==> config.mk <==
export PLATFORM = sky130hd
export DESIGN_NAME = tdm_tx_serializer
export DESIGN_NICKNAME = d
export VERILOG_FILES = /design/src/rtl/tdm_tx_pkg.sv /design/src/rtl/tdm_tx_fifo.sv /design/src/rtl/tdm_tx_format.sv /design/src/rtl/tdm_tx_shifter.sv /design/src/rtl/tdm_tx_serializer.sv
export SDC_FILE = /design/constraint.sdc
export NUM_CORES = 1
export LEC_CHECK = 0
export ABC_AREA = 1
export CAP_MARGIN = 20
export CORE_ASPECT_RATIO = 1.2
export CORE_MARGIN = 2
export CORE_UTILIZATION = 45
export DETAILED_ROUTE_END_ITERATION = 8
export PLACE_DENSITY_LB_ADDON = 0.1
export SYNTH_ARGS = -nofsm -noshare
export SYNTH_HDL_FRONTEND = slang
export SYNTH_SLANG_ARGS = --single-unit
==> constraint.sdc <==
create_clock -name clk -period 5.84 [get_ports clk]
set_input_delay 1.46 -clock clk [delete_from_list [all_inputs] [get_ports clk]]
set_output_delay 1.46 -clock clk [all_outputs]
set_load 0.02 [all_outputs]
==> src/rtl/tdm_tx_pkg.sv <==
// Shared decoding for the transmit serializer.
// Assumes the sample width is 32 bits; codes outside the listed set saturate to 32.
package tdm_tx_pkg;
    localparam int DATA_W = 32;
    localparam int LEN_W  = 6;

    // Map the word length code to a bit count.
    function automatic logic [LEN_W-1:0] word_bits(input logic [2:0] code);
        case (code)
            3'd0:    return 6'd8;
            3'd1:    return 6'd16;
            3'd2:    return 6'd20;
            3'd3:    return 6'd24;
            default: return 6'd32;
        endcase
    endfunction

    // Map the slot length code to a bit count.
    function automatic logic [LEN_W-1:0] slot_bits(input logic [1:0] code);
        case (code)
            2'd0:    return 6'd8;
            2'd1:    return 6'd16;
            default: return 6'd32;
        endcase
    endfunction
endpackage

==> src/rtl/tdm_tx_fifo.sv <==
// Sample queue with a read port that shows the head entry.
// Assumes DEPTH is a power of two. The caller never pushes when full and never pops when empty.
module tdm_tx_fifo #(
    parameter int DEPTH  = 32,
    parameter int DATA_W = 32,
    localparam int PTR_W = $clog2(DEPTH),
    localparam int CNT_W = $clog2(DEPTH + 1)
) (
    input  logic              clk,
    input  logic              rst_n,
    input  logic              push,
    input  logic [DATA_W-1:0] push_data,
    input  logic              pop,
    output logic [DATA_W-1:0] head,
    output logic [CNT_W-1:0]  count,
    output logic              full,
    output logic              empty
);
    logic [DATA_W-1:0] mem [DEPTH];
    logic [PTR_W-1:0]  wr_ptr;
    logic [PTR_W-1:0]  rd_ptr;

    assign full  = (count == CNT_W'(DEPTH));
    assign empty = (count == '0);
    assign head  = mem[rd_ptr];

    // Write storage on an accepted push.
    always_ff @(posedge clk) begin
        if (push) mem[wr_ptr] <= push_data;
    end

    // Move the pointers and the occupancy count.
    always_ff @(posedge clk) begin
        if (!rst_n) begin
            wr_ptr <= '0;
            rd_ptr <= '0;
            count  <= '0;
        end else begin
            if (push) wr_ptr <= wr_ptr + 1'b1;
            if (pop)  rd_ptr <= rd_ptr + 1'b1;
            case ({push, pop})
                2'b10:   count <= count + 1'b1;
                2'b01:   count <= count - 1'b1;
                default: count <= count;
            endcase
        end
    end

    AST_FIFO_BOUND: assert property (@(posedge clk) disable iff (!rst_n)
        count <= CNT_W'(DEPTH));
    AST_NO_POP_EMPTY: assert property (@(posedge clk) disable iff (!rst_n)
        pop |-> !empty);
    AST_FULL_STAYS: assert property (@(posedge clk) disable iff (!rst_n)
        (full && !pop) |=> full);
endmodule

==> src/rtl/tdm_tx_format.sv <==
// Places a word inside a slot and returns the slot bits aligned to the MSB, so they can be shifted out MSB first.
// Purely combinational. Lengths come from the package decoders.
module tdm_tx_format
    import tdm_tx_pkg::*;
(
    input  logic [DATA_W-1:0] data,
    input  logic [2:0]        word_code,
    input  logic [1:0]        slot_code,
    input  logic              left_just,
    output logic [DATA_W-1:0] slot_vec
);
    logic [LEN_W-1:0]  wl;
    logic [LEN_W-1:0]  sl;
    logic [DATA_W-1:0] masked;

    // Keep only the word bits, then align for the selected justification.
    always_comb begin
        wl = word_bits(word_code);
        sl = slot_bits(slot_code);
        if (wl >= LEN_W'(DATA_W)) masked = data;
        else                      masked = data & ((DATA_W'(1) << wl) - 1'b1);
        if (left_just) slot_vec = masked << (LEN_W'(DATA_W) - wl);
        else           slot_vec = masked << (LEN_W'(DATA_W) - sl);
    end
endmodule

==> src/rtl/tdm_tx_shifter.sv <==
// Frame and slot sequencer with an output shift register.
// Assumes the tick input is a one-cycle strobe and that slot_vec shows the queue head in the same cycle.
module tdm_tx_shifter
    import tdm_tx_pkg::*;
#(
    parameter int MAX_SLOTS = 15,
    localparam int SLOT_W   = $clog2(MAX_SLOTS + 1),
    localparam int BIT_W    = $clog2(DATA_W)
) (
    input  logic              clk,
    input  logic              rst_n,
    input  logic              tick,
    input  logic              frame_start,
    input  logic              tx_enable,
    input  logic [1:0]        slot_code,
    input  logic [SLOT_W-1:0] slot_num,
    input  logic [DATA_W-1:0] slot_vec,
    input  logic              fifo_empty,
    output logic              pop,
    output logic              sdata,
    output logic              underrun
);
    logic [BIT_W-1:0]  bit_cnt, nxt_bit;
    logic [SLOT_W-1:0] slot_cnt, nxt_slot;
    logic              run, nxt_run;
    logic              act, load;
    logic [DATA_W-1:0] shreg;
    logic [LEN_W-1:0]  sl;

    // Work out the frame position that the current tick moves to.
    always_comb begin
        sl       = slot_bits(slot_code);
        nxt_run  = run;
        nxt_bit  = bit_cnt + 1'b1;
        nxt_slot = slot_cnt;
        if (frame_start) begin
            nxt_run  = tx_enable;
            nxt_bit  = '0;
            nxt_slot = '0;
        end else if ({1'b0, bit_cnt} == sl - 1'b1) begin
            nxt_bit = '0;
            if (slot_cnt != SLOT_W'(MAX_SLOTS)) nxt_slot = slot_cnt + 1'b1;
        end
        act  = nxt_run && (nxt_slot < slot_num);
        load = tick && act && (nxt_bit == '0);
        pop  = load && !fifo_empty;
    end

    // Update position and output bit on each selected bit-clock tick.
    always_ff @(posedge clk) begin
        if (!rst_n) begin
            bit_cnt  <= '0;
            slot_cnt <= '0;
            run      <= 1'b0;
            shreg    <= '0;
            sdata    <= 1'b0;
            underrun <= 1'b0;
        end else if (tick) begin
            bit_cnt  <= nxt_bit;
            slot_cnt <= nxt_slot;
            run      <= nxt_run;
            if (load && fifo_empty) begin
                shreg    <= '0;
                sdata    <= 1'b0;
                underrun <= 1'b1;
            end else if (load) begin
                shreg <= slot_vec << 1;
                sdata <= slot_vec[DATA_W-1];
            end else if (act) begin
                shreg <= shreg << 1;
                sdata <= shreg[DATA_W-1];
            end else begin
                sdata <= 1'b0;
            end
        end
    end

    AST_SDATA_HOLD: assert property (@(posedge clk) disable iff (!rst_n)
        !tick |=> $stable(sdata));
    AST_UNDERRUN_STICKY: assert property (@(posedge clk) disable iff (!rst_n)
        underrun |=> underrun);
    AST_IDLE_FRAME_ZERO: assert property (@(posedge clk) disable iff (!rst_n)
        (tick && frame_start && !tx_enable) |=> !sdata);
    AST_EMPTY_SLOT_ZERO: assert property (@(posedge clk) disable iff (!rst_n)
        (load && fifo_empty) |=> (!sdata && underrun));
endmodule

==> src/rtl/tdm_tx_serializer.sv <==
// TDM slot transmit serializer: a sample queue, word-in-slot formatting and a serial shifter.
// Assumes the bit-clock strobes come from the frame sync generator and last one clock each.
module tdm_tx_serializer
    import tdm_tx_pkg::*;
#(
    parameter int DEPTH     = 32,
    parameter int MAX_SLOTS = 15,
    localparam int CNT_W    = $clog2(DEPTH + 1),
    localparam int SLOT_W   = $clog2(MAX_SLOTS + 1)
) (
    input  logic              clk,
    input  logic              rst_n,
    input  logic              bclk_rise,
    input  logic              bclk_fall,
    input  logic              frame_sync,
    input  logic [2:0]        cfg_word_len,
    input  logic [1:0]        cfg_slot_len,
    input  logic [SLOT_W-1:0] cfg_slot_num,
    input  logic              cfg_left_just,
    input  logic              cfg_thresh_qtr,
    input  logic              cfg_clk_pol,
    input  logic              tx_enable,
    input  logic              push_valid,
    input  logic [DATA_W-1:0] push_data,
    output logic              push_ready,
    output logic              fifo_req,
    output logic              sdata,
    output logic              underrun
);
    logic              tick;
    logic              push, pop, full, empty;
    logic [CNT_W-1:0]  count;
    logic [CNT_W-1:0]  free_cnt;
    logic [DATA_W-1:0] head, slot_vec;

    // Pick the launching strobe and derive the queue-side controls.
    always_comb begin
        tick       = cfg_clk_pol ? bclk_fall : bclk_rise;
        push_ready = !full;
        push       = push_valid && !full;
        free_cnt   = CNT_W'(DEPTH) - count;
        fifo_req   = cfg_thresh_qtr ? (free_cnt >= CNT_W'(DEPTH / 4))
                                    : (free_cnt >= CNT_W'(DEPTH / 2));
    end

    tdm_tx_fifo #(.DEPTH(DEPTH), .DATA_W(DATA_W)) fifo_i (
        .clk(clk), .rst_n(rst_n), .push(push), .push_data(push_data),
        .pop(pop), .head(head), .count(count), .full(full), .empty(empty)
    );

    tdm_tx_format fmt_i (
        .data(head), .word_code(cfg_word_len), .slot_code(cfg_slot_len),
        .left_just(cfg_left_just), .slot_vec(slot_vec)
    );

    tdm_tx_shifter #(.MAX_SLOTS(MAX_SLOTS)) shf_i (
        .clk(clk), .rst_n(rst_n), .tick(tick), .frame_start(frame_sync && tick),
        .tx_enable(tx_enable), .slot_code(cfg_slot_len), .slot_num(cfg_slot_num),
        .slot_vec(slot_vec), .fifo_empty(empty), .pop(pop),
        .sdata(sdata), .underrun(underrun)
    );

    AST_REFUSE_WHEN_FULL: assert property (@(posedge clk) disable iff (!rst_n)
        (push_valid && !push_ready && !pop) |=> $stable(push_ready));
    AST_REQ_WHEN_EMPTY: assert property (@(posedge clk) disable iff (!rst_n)
        (count == '0) |-> fifo_req);
endmodule

==> metrics.cfg <==
[grt]
grt.total_usage=0.256
first_pass_grt_wire_length_microns=195000
grt_max_degree=156
overflow=0
antenna_found_initial=1
grt_pass1_vias=29087

[place]
finalWeightedCongestion=0.879
dp_cells=5213
post-dp-hpwl_microns=70500
placement.cell_area_sq_um=47500
buffer_ports.inserted=54
place_ws_ns=0.397

[power]
power_frac_comb=0.045
power_switching_mw=3.55
power_frac_seq=0.524
p_per_area_nw_per_um2=319
p_leak_nw=18.2
switching_share=0.216
maximum_vdd_drop_mv=0.230
cell_internal_pwr_mw=12.9
p_clk_frac=0.431

[floorplanning]
core_footprint_sq_um=99800
design.die.area_sq_um=103000
floorplan.initialDensity=0.453
num_io_pins=55
dieHeight_microns=351
rows=127
die-width_microns=293

[cts]
cts.hold.buffers_added=0
cts_made_buffers=110
path_clk_slew_ns=0.06
cts_post_setup_buffers_inserted=0
numClockSinks=1088
clockBufferDepth=3
clock_tree.htree_level_count=3
ctsResizeCount=0
cts-root-buf=sky130_fd_sc_hd__clkbuf_16
tritoncts=yes
clock_insertion_delay_worst_skew_ns=0.71

[synthesis]
synth_top_family_by_area=simple AND/OR/NAND/NOR gates
synth_adder_area_share=0.00526
synth.mux.area_fraction=0.000221
number_of_warning_messages_in_the_yosys_log=0
synth_seq_area_share=0.709
synth.lib_cells_used.distinct=44
avgSynthCellArea_sq_um=11.2
synthTopCellsByCount=1,201 x sky130_fd_sc_hd__nand2_1, 1,024 x sky130_fd_sc_hd__edfxtp_1, 868 x sky130_fd_sc_hd__nand3_1, 176 x sky130_fd_sc_hd__nor2_1, 145 x sky130_fd_sc_hd__o21ai_0
count_of_flip_flops_with_a_built_in_enable_after_synthesis=1024
netlist.top_cell.by_area=sky130_fd_sc_hd__edfxtp_1
fraction_of_the_mapped_netlist_area_in_compound_gates=0.0354
synth_xor_xnor_area_share=0.00116
synth.top_cells.by_area=sky130_fd_sc_hd__edfxtp_1 68%, sky130_fd_sc_hd__nand2_1 10%, sky130_fd_sc_hd__nand3_1 9.6%
syn_area_sq_um=45200
yosys_register_bits=1088
synthesized_instance_count=4029
synth_most_common_cell=sky130_fd_sc_hd__nand2_1
synthFlopType=sky130_fd_sc_hd__edfxtp_1
synth_simple_gate_area_frac=0.216
synthesis.nets=4099
area_share_of_the_leading_cell_type_in_the_synthesized_netlist=0.680
postSynth.asyncResetShare=0

[sta]
final_setup_violation_count=0
final_max_slew_viol_count=0
final.setup.worst_slack_ns=1.09
min_period_over_period=0.813
finClkSkew_ns=0.0655
rsz0062_at_grt=no
final_hold_viol_count=0
period_minus_slack_ns=4.75
timing.max_slew.rel_slack=0.263
fin_hold_ws_ns=0.464
finalSetupTns_ns=0
timing.fmax_ghz=0.211
worst_pin_slew_ns=1.10

[final_layout]
antenna-diode-count=0
fillCellCount=8775
seq_area_sq_um=32000
final_cell_area_sq_um=51600
post_route_cells_drive_above_1_share=0.0814
multiInputGateArea_sq_um=11900
layout-area-overhead-vs-synth_pct=14.1
post_layout_nonfiller_instances=5441
nNetsFinal=4124

[drt]
routed_via_density=5.65
routedWlPerCell_microns=24.3
detail_route.iter0.violations=3073
drt_pass1_iterations=6
antenna_violating_nets_post_route=0
vias=30733
routed_wl_microns=132000
drcViolationCount=0

[setup_path]
critical_path.slowest_cell=sky130_fd_sc_hd__clkdlybuf4s50_1
crit_fanout=14
required_ns=6.44
setup.worst_path.class=in -> reg
arrival_ns=5.34
number_of_cell_instances_on_the_worst_register_to_register_path=25
path_common_cell=sky130_fd_sc_hd__nand2_1
critPathCaptureType=flop
worstSetupStartpointType=primary input
timing.critical_path.slowest_cell_delay_ns=0.51

[status]
status=finished, final reports clean

[flow_run]
drv.max_cap_violation_count=0

[min_path]
worstHoldPathCells=2
hold_path_class=reg -> reg

-- cells by family after synthesis --
group | Yosys count
AOI/OAI and AO/OA | 296
xor gates and xnor gates | 6
adders and majority gates | 19
buffers and inverters | 337
DFF | 1088
muxes | 1
and+or+nand+nor | 2282
-- worst max-delay path: cells and delay by family --
family / cells / cell delay [ns]
adder cells (fa/ha/maj): 2 / 0.56
AND/OR/NAND/NOR: 15 / 1.75
buffers and inverters: 3 / 0.77
AO/OA/AOI/OAI: 6 / 0.78
-- flip-flops by register name, indices dropped and copies added (netlist names), named ones only --
signal,cells
fifo_i.count,6
fifo_i.mem,1024
fifo_i.rd_ptr,5
fifo_i.wr_ptr,5
shf_i.bit_cnt,5
shf_i.run,1
shf_i.sdata,1
shf_i.shreg,31
shf_i.slot_cnt,4
shf_i.underrun,1
-- routing by layer --
metal  vias to the layer above  track usage  part of all wire
met1                     15241        0.350              0.43
met3                       199       0.0290             0.058
met5                         -            0          0.000061
li1                      14272            -                 -
met2                      1019        0.433              0.49
met4                         2       0.0773             0.025
-- cells in the final DEF, fill, tap and decap left out, types with 29 or more instances in the layout --
cell type and n:
sky130_fd_sc_hd__edfxtp_1 1024, sky130_fd_sc_hd__clkbuf_16 116, sky130_fd_sc_hd__dfxtp_1 59, sky130_fd_sc_hd__clkdlybuf4s50_1 54, sky130_fd_sc_hd__buf_4 60, sky130_fd_sc_hd__inv_1 75
sky130_fd_sc_hd__nor2_4 29, sky130_fd_sc_hd__a21oi_1 90, sky130_fd_sc_hd__nand3_1 868, sky130_fd_sc_hd__o21ai_0 144, sky130_fd_sc_hd__nor2_1 148, sky130_fd_sc_hd__nand2_1 1201
-- power groups by stage --
stage,clock network (mW),registers (mW),logic (mW)
floorplan,0,8.77,0.373
global placement,0,8.78,0.699
detailed placement,0,8.78,0.702
CTS,7.20,8.62,0.704
global route,7.49,8.61,0.810
finish,7.09,8.61,0.741
-- metrics by stage --
step	power [mW]	utilization
floorplan	9.14	-
global placement	9.48	0.476
detailed placement	9.48	0.476
CTS	16.5	0.512
global route	16.9	0.517
finish	16.4	0.517
-- final cells by class --
cell class,instances,area share
Timing Repair Buffer,161,0.0384
Inverter,89,0.00689
Clock buffer,148,0.0589
Multi-Input combinational cell,2604,0.231
Tap cell,1290,0.0313
Sequential cell,1088,0.622
Clock inverter,61,0.0120
-- worst paths after layout --
kind / from / to / slack, ns
hold reg to reg: shf_i.shreg[15] / shf_i.shreg[15] / 0.46
hold / removal: shf_i.shreg[15] / shf_i.shreg[15] / 0.46
setup reg to reg: shf_i.bit_cnt[0] / fifo_i.count[5] / 1.91
setup / recovery: cfg_slot_len[1] / fifo_i.count[5] / 1.09
Power figures use the tool's default switching activity.
